[config.mk]
export PLATFORM = sky130hd
export DESIGN_NAME = ser_byte_rx
export DESIGN_NICKNAME = d
export VERILOG_FILES = /design/src/rtl/ser_rx_pkg.sv /design/src/rtl/ser_sync.sv /design/src/rtl/ser_edge.sv /design/src/rtl/ser_shift.sv /design/src/rtl/ser_byte_rx.sv
export SDC_FILE = /design/constraint.sdc
export NUM_CORES = 1
export LEC_CHECK = 0
export BUFFER_PORTS_ARGS = -buffer_cell sky130_fd_sc_hd__buf_4
export CORE_MARGIN = 2
export CORE_UTILIZATION = 50
export DETAILED_ROUTE_END_ITERATION = 12
export GPL_ROUTABILITY_DRIVEN = 0
export PLACE_DENSITY = 0.82
export SLEW_MARGIN = 20
export SYNTH_ARGS = -nofsm -noshare
export SYNTH_HDL_FRONTEND = slang
export SYNTH_SLANG_ARGS = --single-unit
[constraint.sdc]
create_clock -name clk_i -period 2.8 [get_ports clk_i]
set_clock_uncertainty 0.2 [all_clocks]
set_input_delay 0.28 -clock clk_i [delete_from_list [all_inputs] [get_ports clk_i]]
set_output_delay 0.28 -clock clk_i [all_outputs]
set_load 0.01 [all_outputs]
[src/rtl/ser_rx_pkg.sv]
package ser_rx_pkg;
  localparam int unsigned BYTE_W   = 8;
  localparam int unsigned SYNC_LEN = 2;

  // bit positions inside the synchroniser vector
  localparam int unsigned IDX_SCLK = 0;
  localparam int unsigned IDX_SDIN = 1;
  localparam int unsigned IDX_DC   = 2;
  localparam int unsigned IDX_CE_N = 3;
  localparam int unsigned LINES    = 4;
endpackage

[src/rtl/ser_sync.sv]
module ser_sync #(
  parameter int unsigned W      = 4,
  parameter int unsigned STAGES = 2,
  parameter logic [W-1:0] RST_VAL = '0
) (
  input  logic         clk_i,
  input  logic         rst_ni,
  input  logic [W-1:0] d_i,
  output logic [W-1:0] q_o
);
  logic [W-1:0] stage_q [STAGES];

  always_ff @(posedge clk_i or negedge rst_ni) begin
    if (!rst_ni) stage_q[0] <= RST_VAL;
    else         stage_q[0] <= d_i;
  end

  for (genvar g = 1; g < STAGES; g++) begin : g_stage
    always_ff @(posedge clk_i or negedge rst_ni) begin
      if (!rst_ni) stage_q[g] <= RST_VAL;
      else         stage_q[g] <= stage_q[g-1];
    end
  end

  assign q_o = stage_q[STAGES-1];
endmodule

[src/rtl/ser_edge.sv]
module ser_edge (
  input  logic clk_i,
  input  logic rst_ni,
  input  logic lvl_i,
  output logic rise_o
);
  logic prev_q;

  always_ff @(posedge clk_i or negedge rst_ni) begin
    if (!rst_ni) prev_q <= 1'b0;
    else         prev_q <= lvl_i;
  end

  assign rise_o = lvl_i & ~prev_q;

  // a legal serial clock gives isolated single-cycle rise pulses
  a_r9_rise_isolated: assert property (@(posedge clk_i) disable iff (!rst_ni)
    rise_o |=> !rise_o);
endmodule

[src/rtl/ser_shift.sv]
module ser_shift #(
  parameter int unsigned BYTE_W = 8
) (
  input  logic              clk_i,
  input  logic              rst_ni,
  input  logic              rise_i,
  input  logic              ce_n_i,
  input  logic              sdin_i,
  input  logic              dc_i,
  output logic [BYTE_W-1:0] byte_o,
  output logic              is_data_o,
  output logic              valid_o
);
  localparam int unsigned    CNT_W = $clog2(BYTE_W);
  localparam logic [CNT_W-1:0] LAST = CNT_W'(BYTE_W - 1);

  logic [CNT_W-1:0]  cnt_q;
  logic [BYTE_W-2:0] shreg_q;

  always_ff @(posedge clk_i or negedge rst_ni) begin
    if (!rst_ni) begin
      cnt_q     <= '0;
      shreg_q   <= '0;
      byte_o    <= '0;
      is_data_o <= 1'b0;
      valid_o   <= 1'b0;
    end else begin
      valid_o <= 1'b0;
      if (ce_n_i) begin
        cnt_q <= '0;  // idle: next edge is bit 7
      end else if (rise_i) begin
        shreg_q <= {shreg_q[BYTE_W-3:0], sdin_i};
        if (cnt_q == LAST) begin
          cnt_q     <= '0;
          byte_o    <= {shreg_q, sdin_i};
          is_data_o <= dc_i;
          valid_o   <= 1'b1;
        end else begin
          cnt_q <= cnt_q + 1'b1;
        end
      end
    end
  end

  // outputs move only with the strobe
  a_r4_byte_held: assert property (@(posedge clk_i) disable iff (!rst_ni)
    !$stable(byte_o) |-> valid_o);
  // flag moves only with the strobe
  a_r3_flag_held: assert property (@(posedge clk_i) disable iff (!rst_ni)
    !$stable(is_data_o) |-> valid_o);
  // strobe is caused by a serial edge
  a_r4_valid_from_edge: assert property (@(posedge clk_i) disable iff (!rst_ni)
    valid_o |-> $past(rise_i));
endmodule

[src/rtl/ser_byte_rx.sv]
module ser_byte_rx
  import ser_rx_pkg::*;
(
  input  logic              clk_i,
  input  logic              rst_ni,
  input  logic              sce_ni,
  input  logic              sclk_i,
  input  logic              sdin_i,
  input  logic              dc_i,
  output logic [BYTE_W-1:0] byte_o,
  output logic              is_data_o,
  output logic              valid_o
);
  localparam logic [LINES-1:0] SYNC_RST = LINES'(1) << IDX_CE_N;

  logic [LINES-1:0] raw, synced;
  logic             sclk_rise;

  always_comb begin
    raw           = '0;
    raw[IDX_SCLK] = sclk_i;
    raw[IDX_SDIN] = sdin_i;
    raw[IDX_DC]   = dc_i;
    raw[IDX_CE_N] = sce_ni;
  end

  ser_sync #(
    .W      (LINES),
    .STAGES (SYNC_LEN),
    .RST_VAL(SYNC_RST)
  ) u_sync (
    .clk_i (clk_i),
    .rst_ni(rst_ni),
    .d_i   (raw),
    .q_o   (synced)
  );

  ser_edge u_edge (
    .clk_i (clk_i),
    .rst_ni(rst_ni),
    .lvl_i (synced[IDX_SCLK]),
    .rise_o(sclk_rise)
  );

  ser_shift #(.BYTE_W(BYTE_W)) u_shift (
    .clk_i    (clk_i),
    .rst_ni   (rst_ni),
    .rise_i   (sclk_rise),
    .ce_n_i   (synced[IDX_CE_N]),
    .sdin_i   (synced[IDX_SDIN]),
    .dc_i     (synced[IDX_DC]),
    .byte_o   (byte_o),
    .is_data_o(is_data_o),
    .valid_o  (valid_o)
  );

  // no delivery while the port is deselected
  a_r5_idle_silent: assert property (@(posedge clk_i) disable iff (!rst_ni)
    synced[IDX_CE_N] |=> !valid_o);
  // strobe is a single cycle
  a_r4_valid_single: assert property (@(posedge clk_i) disable iff (!rst_ni)
    valid_o |=> !valid_o);
endmodule

==> results of run 1 <==
## layout make-up
class / count / area [um2] / area share
clock buffers: 6 / 41.3 / 0.0319
repair buffers: 20 / 163 / 0.126
well taps: 27 / 33.8 / 0.0261
multi-input cells: 28 / 318 / 0.246
flip-flops and latches: 29 / 728 / 0.563
clock inverters: 2 / 10.0 / 0.00774
## sequential cells by signal (all words and copies together), names as in the netlist
name               cells
u_edge.prev_q          1
u_shift.byte_o         8
u_shift.cnt_q          3
u_shift.is_data_o      1
u_shift.shreg_q        7
u_shift.valid_o        1
u_sync.q_o             4
u_sync.stage_q         4
## path summary, 6_finish.rpt
check / slack [ns] / cells past startpoint / to
min reg2reg: 0.16 / 0 / u_sync.q_o[1]$_DFF_PN0_
max in group asynchronous: 1.89 / 2 / u_sync.stage_q[7]$_DFF_PN1_
max: 1.04 / 3 / u_shift.is_data_o$_DFFE_PN0P_
min in group asynchronous: 0.21 / 2 / u_shift.shreg_q[3]$_DFFE_PN0P_
min: 0.16 / 0 / u_sync.q_o[1]$_DFF_PN0_
max reg2reg: 1.04 / 3 / u_shift.is_data_o$_DFFE_PN0P_
## cell usage after synthesis
library cell and instances:
sky130_fd_sc_hd__and2_4 1, sky130_fd_sc_hd__buf_12 1, sky130_fd_sc_hd__dfrtp_1 27, sky130_fd_sc_hd__dfstp_2 2
sky130_fd_sc_hd__ha_1 2, sky130_fd_sc_hd__mux2_2 7, sky130_fd_sc_hd__mux2_4 9, sky130_fd_sc_hd__mux2i_1 3
sky130_fd_sc_hd__nand2b_1 1, sky130_fd_sc_hd__nor2_1 4, sky130_fd_sc_hd__nor3b_4 1
## through the flow
stage | setup slack (ns) | instances | utilization
finish | 1.04 | 112 | 0.653
global route | 0.914 | 112 | 0.653
CTS | 1.02 | 112 | 0.653
detailed placement | 1.05 | 99 | 0.602
global placement | 1.09 | 99 | 0.602
floorplan | 1.13 | 58 | -
## kinds of logic after synthesis
logic type	Yosys count
adder cells (fa/ha/maj)	2
buffers and inverters	1
flip-flops	29
multiplexers	19
AND/OR/NAND/NOR	7
## critical path, cell delays in order, from the launching register on
cell and delay, ns:
sky130_fd_sc_hd__dfrtp_1 0.41, sky130_fd_sc_hd__nor3b_4 0.39, sky130_fd_sc_hd__and2_4 0.33, sky130_fd_sc_hd__mux2_4 0.32
## power breakdown
part / internal (mW) / leakage, nW / switching (mW)
sequential: 0.469 / 0.370 / 0.0336
combinational: 0.0458 / 0.249 / 0.0236
clock: 0.0954 / 0.0320 / 0.132
total: 0.610 / 0.651 / 0.189
## routing by layer
layer	up-vias	global-route usage
met1	249	0.162
met3	3	0.0774
li1	248	-
met4	0	0.0694
met2	17	0.224
met5	-	0
==> impl_summary.log, run 1 <==
[metrics] final slew viol count: 0
[metrics] area of the core: 1980 um2
[metrics] worst skew pair latency: 0.31 ns
[metrics] PostCTS Resize Cnt: 0
[metrics] number of buffers added on ports: 15
[metrics] Die Span Y: 50.2 um
[metrics] instance count of the mapped netlist: 58
[metrics] die area: 2520 um2
[metrics] post-synthesis cell area: 1070 um2
[metrics] result of the run: completed
[metrics] root cell of the clock tree: sky130_fd_sc_hd__clkbuf_4
[metrics] number of global-route vias before repair: about 570
[metrics] total power: roughly 800 uW
[metrics] x dimension of the die: approximately 50 um
[metrics] Net count, final: slightly above 90
[metrics] length of the first detailed-routing pass in iterations: 5
[metrics] class of the tightest hold or removal check: reg -> reg
[metrics] worst r2r src: u_edge.prev_q$_DFF_PN0_
[metrics] most common library cell in the layout ignoring fill and taps: sky130_fd_sc_hd__dfrtp_1
[metrics] total leakage power: about 0.65 nW
[metrics] fraction of the mapped netlist area in compound gates: 0
[metrics] finished layout cell area: about 1300 um2
[metrics] Top Metal Used: met4
[metrics] overflow left after global routing: 0
[metrics] Synth area leader: sky130_fd_sc_hd__dfrtp_1
[metrics] Post-Syn Area per Cell: approximately 18 um2
[metrics] HPWL Detailed: 1050 um
[metrics] Fmax achieved: between 500 and 600 MHz
[metrics] post-route setup TNS: 0 ns
[metrics] worst-path maximum fanout: 10
[metrics] classification of the worst setup path: reg -> reg
[metrics] pwr dens: about 620 nW/um2
[metrics] worst hold slack across all endpoints: around 0.16 ns
[metrics] setup repair after global routing missed its margin: false
[metrics] clock-pin slew of the registers on the worst-case setup and hold paths: ~0.09 ns
[metrics] worst hold start: u_sync.stage_q[5]$_DFF_PN0_
[metrics] Yosys top cell area share: 0.634
[metrics] number of buffers created by CTS: 5
[metrics] number of distinct library cell variants in the gate-level netlist after synthesis: 11
[metrics] Worst slew margin: 0.737
[metrics] Max IR drop VDD: between 400 and 500 uV
[metrics] area after detailed placement: 1190 um2
[metrics] routed length on met2: about 700 um
[metrics] max cap viols: 0
[metrics] fraction of synthesized cell area in xor and xnor cells: 0
[metrics] clock tree from TritonCTS: yes
[metrics] Syn. warnings: 0
[metrics] proportion of synthesized chip area in sequential cells: 0.683
[metrics] setup violators final: 0
[metrics] placement row count: 16
[metrics] ports placed on the boundary: 16
[metrics] leading cell types by total area after synthesis: sky130_fd_sc_hd__dfrtp_1 63%, sky130_fd_sc_hd__mux2_4 13%, sky130_fd_sc_hd__mux2_2 7.4%, sky130_fd_sc_hd__dfstp_2 4.9%, sky130_fd_sc_hd__mux2i_1 2.8%
[metrics] multiplexer fraction of the synthesized cell area: 0.229
[metrics] share of post-route cells with drive strength above 1: 0.494
[metrics] Max Buffers Root-to-Sink: 2
[metrics] nature of the critical path endpoint: flip-flop
[metrics] initial antenna violation count: 0
[metrics] initial core utilization: 0.538
[metrics] post-CTS setup-driven buffer insertion count: 0
[metrics] Inserted Diodes: 0
[metrics] data required time at the worst endpoint: 2.80 ns
[metrics] critical path arrival: between 1.5 and 2 ns
[metrics] flops & latches, synth: 29
[metrics] most frequent cells in the layout: 27 x sky130_fd_sc_hd__dfrtp_1, 15 x sky130_fd_sc_hd__buf_4, 9 x sky130_fd_sc_hd__mux2_4
[metrics] final critical-path required period: about 1.8 ns
[metrics] number of remaining DRC errors: 0
[metrics] largest net degree at the start of global routing: 30
[metrics] layout-stage area growth over the synthesis result: 21.4%
[metrics] GRT Util Overall: 0.144
[metrics] critical path launch point: u_edge.prev_q$_DFF_PN0_
[metrics] count of nets left with antenna violations after detail routing: 0
[metrics] combinational family with the most area after synthesis: multiplexers
[metrics] detailed-route via count: 517
[metrics] DR WL met3: about 100 um
[metrics] Clock Sinks: 29
[metrics] adder-cell share of the synthesized area: 0.0235
[metrics] Vias per Instance: around 4.6
[metrics] routed wire length: 1490 um
[metrics] global-route wire length before repair: roughly 2500 um
[metrics] met1 layer wirelength in the final routing: around 660 um
[metrics] total number of H-tree levels: 2
[metrics] fill cell total of the finished layout: about 140
[metrics] category of the worst setup path launch point: flip-flop
[metrics] slew of the pin with the lowest slew margin: ~0.39 ns
[metrics] net count after synthesis: between 60 and 70
[metrics] Synth Area in Simple Gates: 0.0458
[metrics] final worst-path cycle share: 0.629
[metrics] number of hold-slack violations in the final timing report: 0
[metrics] number of DRC markers after the initial detailed-route iteration: 8
[metrics] average wire per standard cell: around 13 um
[metrics] # hold bufs at CTS: 5
No activity file was read; power rests on OpenSTA's default activity.
==> run 2, diff against run 1 <==
ABC_AREA = 1   (was unset)
clock period = 1.8 ns   (was 2.8 ns; I/O delays follow)
==> impl_summary.log, run 2 <==
[metrics] result of the run: completed
[metrics] HPWL Detailed: 1330 um (+27%)
[metrics] number of buffers added on ports: 15 (unchanged)
[metrics] number of distinct library cell variants in the gate-level netlist after synthesis: 17 (+6)
[metrics] Reg with most FFs: u_shift.byte_o
[metrics] leading cell types by total area after synthesis: sky130_fd_sc_hd__dfrtp_1 63%, sky130_fd_sc_hd__nand2_1 14%, sky130_fd_sc_hd__nand4_1 5.2%, sky130_fd_sc_hd__dfstp_2 4.9%, sky130_fd_sc_hd__ha_1 2.3%
[metrics] most frequent cells in the layout: 41 x sky130_fd_sc_hd__nand2_1, 27 x sky130_fd_sc_hd__dfrtp_1, 16 x sky130_fd_sc_hd__buf_4
[metrics] Yosys top cell area share: 0.625 (-0.00880)
[metrics] largest net degree at the start of global routing: 30 (unchanged)
[metrics] share of post-route cells with drive strength above 1: 0.254 (-0.240)
[metrics] routed wire length: 1810 um (+21%)
[metrics] worst hold slack across all endpoints: 0.0937 ns (-0.0630 ns)
[metrics] length of the first detailed-routing pass in iterations: 4 (-1)
[metrics] Die Span Y: 50.5 um (+0.65%)
[metrics] clock tree from TritonCTS: yes
[metrics] Inserted Diodes: 0 (unchanged)
[metrics] Vias per Instance: 4.81 (+4.2%)
[metrics] Worst slew margin: 0.770 (+0.0336)
[metrics] max cap viols: 0 (unchanged)
[metrics] category of the worst setup path launch point: flip-flop
[metrics] initial core utilization: 0.540 (+0.00212)
[metrics] Fmax achieved: 680 MHz (+20%)
[metrics] net count after synthesis: 107 (+62%)
[metrics] total number of H-tree levels: 2 (unchanged)
[metrics] setup violators final: 0 (unchanged)
[metrics] most common flop cell mapped by yosys: sky130_fd_sc_hd__dfrtp_1
[metrics] final critical-path required period: 1.47 ns (-0.289 ns)
[metrics] most common library cell in the layout ignoring fill and taps: sky130_fd_sc_hd__nand2_1
[metrics] class of the tightest hold or removal check: in -> async
[metrics] final worst-path cycle share: 0.817 (+0.188)
[metrics] critical path arrival: 1.53 ns (-0.23 ns)
[metrics] number of remaining DRC errors: 0 (unchanged)
[metrics] clock-pin slew of the registers on the worst-case setup and hold paths: 0.09 ns (about the same)
[metrics] area of the core: 2000 um2 (+1.0%)
[metrics] slew of the pin with the lowest slew margin: 0.344 ns (-0.0500 ns)
[metrics] layout-stage area growth over the synthesis result: 23.5%
[metrics] largest registers: u_shift.byte_o x8, u_shift.shreg_q x7
[metrics] count of nets left with antenna violations after detail routing: 0 (unchanged)
[metrics] Synth async-reset ratio: 1.00 (unchanged)
[metrics] flops & latches, synth: 29 (unchanged)
[metrics] number of enable-type register cells in the synthesized netlist: 0 (unchanged)
[metrics] pwr dens: 918 nW/um2 (+48%)
[metrics] Syn. warnings: 0 (unchanged)
[metrics] total leakage power: 0.740 nW (+14%)
[metrics] global-route wire length before repair: 2960 um (+19%)
[metrics] dominant cell by count in the synthesized netlist: sky130_fd_sc_hd__nand2_1
[metrics] Finished Core Util: 0.667 (+0.0141)
[metrics] final slew viol count: 0 (unchanged)
[metrics] Clock Sinks: 29 (unchanged)
[metrics] classification of the worst setup path: reg -> reg
[metrics] proportion of synthesized chip area in sequential cells: 0.674 (-0.00949)
[metrics] initial antenna violation count: 0 (unchanged)
[metrics] ports placed on the boundary: 16 (unchanged)
[metrics] detailed-route via count: 736 (+42%)
[metrics] Net count, final: 133 (+45%)
[metrics] GRT Util Overall: 0.169 (+0.0251)
[metrics] post-route setup TNS: 0 ns (unchanged)
[metrics] worst setup margin: 0.329 ns (-0.711 ns)
[metrics] Max Buffers Root-to-Sink: 2 (unchanged)
[metrics] setup repair after global routing missed its margin: false
[metrics] ranking of synthesized cells by instance count: 41 x sky130_fd_sc_hd__nand2_1, 27 x sky130_fd_sc_hd__dfrtp_1, 9 x sky130_fd_sc_hd__nand4_1
[metrics] number of buffers created by CTS: 5 (unchanged)
[metrics] number of global-route vias before repair: 688 (+21%)
[metrics] DP Worst Slack: 0.325 ns (-0.722 ns)
[metrics] post-CTS setup-driven buffer insertion count: 0 (unchanged)
[metrics] placement row count: 16 (unchanged)
[metrics] worst skew pair latency: 0.33 ns (+0.02 ns)
[metrics] nature of the critical path endpoint: flip-flop
[metrics] die area: 2550 um2 (+1.3%)
[metrics] overflow left after global routing: 0 (unchanged)
[metrics] x dimension of the die: 50.5 um (+0.65%)
[metrics] Synth area leader: sky130_fd_sc_hd__dfrtp_1
[metrics] total power: 1.22 mW (+53%)
[metrics] number of DRC markers after the initial detailed-route iteration: 5 (-3)
[metrics] Post-Syn Area per Cell: 10.9 um2 (-41%)
[metrics] fill cell total of the finished layout: 174 (+25%)
[metrics] flip-flop count of the largest register after layout: 8 (unchanged)
[metrics] root cell of the clock tree: sky130_fd_sc_hd__clkbuf_4
[metrics] average wire per standard cell: 11.8 um (-11%)
[metrics] number of hold-slack violations in the final timing report: 0 (unchanged)
[metrics] worst-path maximum fanout: 10 (unchanged)
[metrics] data required time at the worst endpoint: 1.86 ns (-0.94 ns)
[metrics] post-synthesis cell area: 1080 um2 (+1.4%)
[metrics] instance count of the mapped netlist: 99 (+71%)
[metrics] Max IR drop VDD: 634 uV (+28%)
## run 2: changes by cell type after synthesis, moves of 2 or more
cell and change:
sky130_fd_sc_hd__nand3_1 +3, sky130_fd_sc_hd__nor2_1 -3, sky130_fd_sc_hd__o21ai_1 +2, sky130_fd_sc_hd__mux2_2 -7, sky130_fd_sc_hd__nand4_1 +9, sky130_fd_sc_hd__mux2i_1 -3, sky130_fd_sc_hd__mux2_4 -9, sky130_fd_sc_hd__inv_1 +2
sky130_fd_sc_hd__nand2_1 +41, sky130_fd_sc_hd__inv_2 +3
## run 2: critical path, stage by stage (launching register included)
cell and delay (ns):
sky130_fd_sc_hd__dfrtp_1 0.40, sky130_fd_sc_hd__ha_1 0.21, sky130_fd_sc_hd__ha_1 0.21, sky130_fd_sc_hd__buf_4 0.17, sky130_fd_sc_hd__nor2_1 0.09, sky130_fd_sc_hd__nand2_1 0.06, sky130_fd_sc_hd__nand2_1 0.07
## run 2: routing by layer
| metal | wire (um) | track usage | up-vias |
|---|---|---|---|
| met5 | 0 | 0 | - |
| met3 | 80 | 0.0625 | 5 |
| met4 | 45 | 0.122 | 0 |
| met1 | 817 | 0.198 | 343 |
| li1 | - | - | 373 |
| met2 | 863 | 0.257 | 15 |
## run 2: timing repair
item | in CTS | in global routing
endpoints found under the hold margin | 33 | 0
gates resized for setup | 0 | 0
endpoints found under the setup margin | 0 | 0
hold buffers | 5 | 0
## run 2: power by group
group,internal (mW),switching (mW)
Clock,0.192,0.205
Sequential,0.700,0.0403
Combinational,0.0366,0.0515
## run 2: final timing paths
check | startpoint | end | slack, ns | cells past startpoint
setup / recovery | u_shift.cnt_q[0]$_DFFE_PN0P_ | u_shift.cnt_q[0]$_DFFE_PN0P_ | 0.33 | 6
hold / removal | rst_ni | u_shift.byte_o[0]$_DFFE_PN0P_ | 0.09 | 2
setup reg to reg | u_shift.cnt_q[0]$_DFFE_PN0P_ | u_shift.cnt_q[0]$_DFFE_PN0P_ | 0.33 | 6
hold reg to reg | u_sync.stage_q[4]$_DFF_PN0_ | u_sync.q_o[0]$_DFF_PN0_ | 0.15 | 0
max in group asynchronous | rst_ni | u_sync.stage_q[7]$_DFF_PN1_ | 0.99 | 2
min in group clk_i | u_sync.stage_q[4]$_DFF_PN0_ | u_sync.q_o[0]$_DFF_PN0_ | 0.15 | 0
## run 2: kinds of logic after synthesis
logic type / Yosys count / synth area share
buffers and inverters: 7 / 0.0255
AO/OA/AOI/OAI: 2 / 0.00926
flip-flops: 29 / 0.674
AND/OR/NAND/NOR: 59 / 0.269
adder cells (fa/ha/maj): 2 / 0.0231
## run 2: stage by stage
step                area, um2  cells
floorplan                1080     99
global placement         1230    140
detailed placement       1230    140
CTS                      1340    153
global route             1340    153
finish                   1340    153
## run 2: layout make-up
class	instances	area, um2	area share
sequential	29	728	0.545
clock buffer	8	58.8	0.0440
multi-input combinational	63	325	0.244
tap	27	33.8	0.0253
timing repair buffer	21	170	0.127
inverter	5	18.8	0.0141
==> run 3, diff against run 2 <==
CORE_UTILIZATION = 48   (was 50)
PLACE_DENSITY = 0.83   (was 0.82)
clock period = 1.3 ns   (was 1.8 ns; I/O delays follow)
==> impl_summary.log, run 3 (synthesis gave the netlist of run 2 again) <==
[metrics] root cell of the clock tree: sky130_fd_sc_hd__clkbuf_4
[metrics] Fmax achieved: 710 MHz (+4.5%)
[metrics] worst hold slack across all endpoints: 0.0675 ns (-0.0262 ns)
[metrics] pwr dens: 1160 nW/um2 (+26%)
[metrics] clock-pin slew of the registers on the worst-case setup and hold paths: 0.10 ns (about the same)
[metrics] max cap viols: 0 (unchanged)
[metrics] cell total after placement: 142 (+1.4%)
[metrics] largest registers: u_shift.byte_o x8, u_shift.shreg_q x7
[metrics] initial antenna violation count: 0 (unchanged)
[metrics] area of the multi-input gates: 389 um2 (+20%)
[metrics] Net count, final: 139 (+4.5%)
[metrics] number of hold-slack violations in the final timing report: 0 (unchanged)
[metrics] sequential fraction of design power: 0.606 (+0.002)
[metrics] worst-path maximum fanout: 7 (-3)
[metrics] final worst-path cycle share: 1.08 (+0.266)
[metrics] class of the tightest hold or removal check: in -> async
[metrics] count of nets left with antenna violations after detail routing: 0 (unchanged)
[metrics] combinational cell fraction of total power: 0.089 (+0.017)
[metrics] ports placed on the boundary: 16 (unchanged)
[metrics] x dimension of the die: 51.5 um (+1.9%)
[metrics] number of DRC markers after the initial detailed-route iteration: 28 (+23)
[metrics] Max Buffers Root-to-Sink: 2 (unchanged)
[metrics] share of post-route cells with drive strength above 1: 0.341 (+0.0869)
[metrics] worst skew pair latency: 0.33 ns (about the same)
[metrics] most common library cell in the layout ignoring fill and taps: sky130_fd_sc_hd__nand2_1
[metrics] Reg with most FFs: u_shift.byte_o
[metrics] final critical-path required period: 1.41 ns (-0.0629 ns)
[metrics] global-route wire length before repair: 3480 um (+17%)
[metrics] Max IR drop VDD: 940 uV (+48%)
[metrics] switching power as a share of total power: 0.268 (+0.0258)
[metrics] footprint of the flip-flops and latches: 731 um2 (+0.34%)
[metrics] category of the worst setup path launch point: flip-flop
[metrics] number of global-route vias before repair: 772 (+12%)
[metrics] most frequent cells in the layout: 41 x sky130_fd_sc_hd__nand2_1, 25 x sky130_fd_sc_hd__dfrtp_1, 18 x sky130_fd_sc_hd__buf_4
[metrics] setup violators final: 10 (+10)
[metrics] Clock Sinks: 29 (unchanged)
[metrics] area of the core: 2170 um2 (+8.4%)
[metrics] placement row count: 17 (+1)
[metrics] data required time at the worst endpoint: 1.32 ns (-0.54 ns)
[metrics] largest net degree at the start of global routing: 30 (unchanged)
[metrics] layout-stage area growth over the synthesis result: 35.2%
[metrics] fill cell total of the finished layout: 170 (-2.3%)
[metrics] clock tree from TritonCTS: yes
[metrics] overflow left after global routing: 0 (unchanged)
[metrics] filler-free cell count of the finished design: 160 (+4.6%)
[metrics] design internal power: 1.24 mW (+33%)
[metrics] routed wire length: 2110 um (+17%)
[metrics] detailed-route via count: 825 (+12%)
[metrics] total number of H-tree levels: 2 (unchanged)
[metrics] classification of the worst setup path: reg -> reg
[metrics] number of buffers added on ports: 15 (unchanged)
[metrics] violations in the final reports: negative setup slack
[metrics] total leakage power: 0.761 nW (+2.9%)
[metrics] final slew viol count: 0 (unchanged)
[metrics] flip-flop count of the largest register after layout: 8 (unchanged)
[metrics] GRT Util Overall: 0.187 (+0.0173)
[metrics] number of buffers created by CTS: 5 (unchanged)
[metrics] nature of the critical path endpoint: flip-flop
[metrics] number of remaining DRC errors: 0 (unchanged)
[metrics] Clk network pwr share: 0.305 (-0.019)
[metrics] worst setup margin: -0.108 ns (-0.437 ns)
[metrics] HPWL Detailed: 1320 um (-0.47%)
[metrics] switching pwr: 453 uW (+53%)
[metrics] Die Span Y: 51.5 um (+1.9%)
[metrics] Inserted Diodes: 0 (unchanged)
[metrics] Worst slew margin: 0.767 (-0.00366)
[metrics] slew of the pin with the lowest slew margin: 0.350 ns (+0.00549 ns)
[metrics] die area: 2650 um2 (+3.8%)
[metrics] result of the run: complete, but fails checks
[metrics] initial core utilization: 0.498 (-0.0417)
[metrics] critical path arrival: 1.42 ns (-0.11 ns)
[metrics] Vias per Instance: 5.16 (+7.2%)
[metrics] length of the first detailed-routing pass in iterations: 4 (unchanged)
[metrics] average wire per standard cell: 13.2 um (+12%)
[metrics] setup repair after global routing missed its margin: true
[run 3: changes by cell type in the layout (fill, tap and decap cells not counted), moves of 2 or more]
| cell | delta |
|---|---|
| sky130_fd_sc_hd__dfrtp_1 | -2 |
| sky130_fd_sc_hd__buf_12 | +2 |
| sky130_fd_sc_hd__clkbuf_1 | -2 |
| sky130_fd_sc_hd__clkinv_2 | +2 |
| sky130_fd_sc_hd__inv_2 | -2 |
| sky130_fd_sc_hd__buf_4 | +2 |
| sky130_fd_sc_hd__dfrtp_2 | +2 |
| sky130_fd_sc_hd__ha_1 | -2 |
[run 3: power by group through the flow]
stage	Combinational, mW	Sequential, mW	Clock, mW
2_1_floorplan	0.0729	1.02	0
3_3_place_gp	0.111	1.04	0
3_5_place_dp	0.117	1.04	0
4_1_cts	0.132	1.02	0.528
5_1_grt	0.171	1.03	0.570
6_report	0.151	1.03	0.515
[run 3: path summary, 6_finish.rpt]
check | startpoint | end | slack [ns] | depth (start not counted)
min in group clk_i | u_sync.stage_q[4]$_DFF_PN0_ | u_sync.q_o[0]$_DFF_PN0_ | 0.15 | 0
worst min-delay path | rst_ni | u_shift.shreg_q[5]$_DFFE_PN0P_ | 0.07 | 2
worst max register to register | u_shift.cnt_q[1]$_DFFE_PN0P_ | u_shift.byte_o[4]$_DFFE_PN0P_ | -0.11 | 5
max in group asynchronous | rst_ni | u_sync.q_o[3]$_DFF_PN1_ | 0.52 | 2
worst min register to register | u_sync.stage_q[4]$_DFF_PN0_ | u_sync.q_o[0]$_DFF_PN0_ | 0.15 | 0
worst max-delay path | u_shift.cnt_q[1]$_DFFE_PN0P_ | u_shift.byte_o[4]$_DFFE_PN0P_ | -0.11 | 5
[run 3: layout make-up]
type	count	area share
Timing Repair Buffer	25	0.154
Tap cell	28	0.0240
Multi-Input combinational cell	65	0.266
Sequential cell	29	0.500
Clock inverter	3	0.0120
Clock buffer	5	0.0257
Inverter	5	0.0180
[run 3: critical path: stages, from the launching register on]
cell                      delay [ns]
sky130_fd_sc_hd__dfrtp_1        0.41
sky130_fd_sc_hd__ha_2           0.20
sky130_fd_sc_hd__ha_4           0.20
sky130_fd_sc_hd__buf_12         0.14
sky130_fd_sc_hd__nand4_1        0.10
sky130_fd_sc_hd__nand2_1        0.06
[run 3: routing by layer]
| metal | routed length [um] | share of wire | GRT usage |
|---|---|---|---|
| met2 | 1060 | 0.50 | 0.282 |
| met3 | 109 | 0.052 | 0.0614 |
| met4 | 36 | 0.017 | 0.105 |
| met1 | 907 | 0.43 | 0.235 |
| met5 | 0 | 0 | 0 |
[run 3: repair_timing]
item,in CTS,in global routing
resized for setup,3,7
endpoints found under the setup margin,10,19
endpoints found under the hold margin,33,0
hold buffers,5,0
pin swaps,7,3
buffers inserted,0,3
cloned,1,1
[run 3: stage by stage]
step	setup TNS, ns	utilization	worst slack, ns	instance area (um2)	total power [mW]
after floorplan	-0.0640	-	-0.00764	1110	1.10
after detailed placement	-0.797	0.586	-0.0992	1270	1.15
after CTS	-0.693	0.642	-0.0952	1390	1.68
final	-0.748	0.674	-0.108	1460	1.69
after global placement	-0.327	0.586	-0.0498	1270	1.15
after global routing	-1.41	0.674	-0.178	1460	1.77
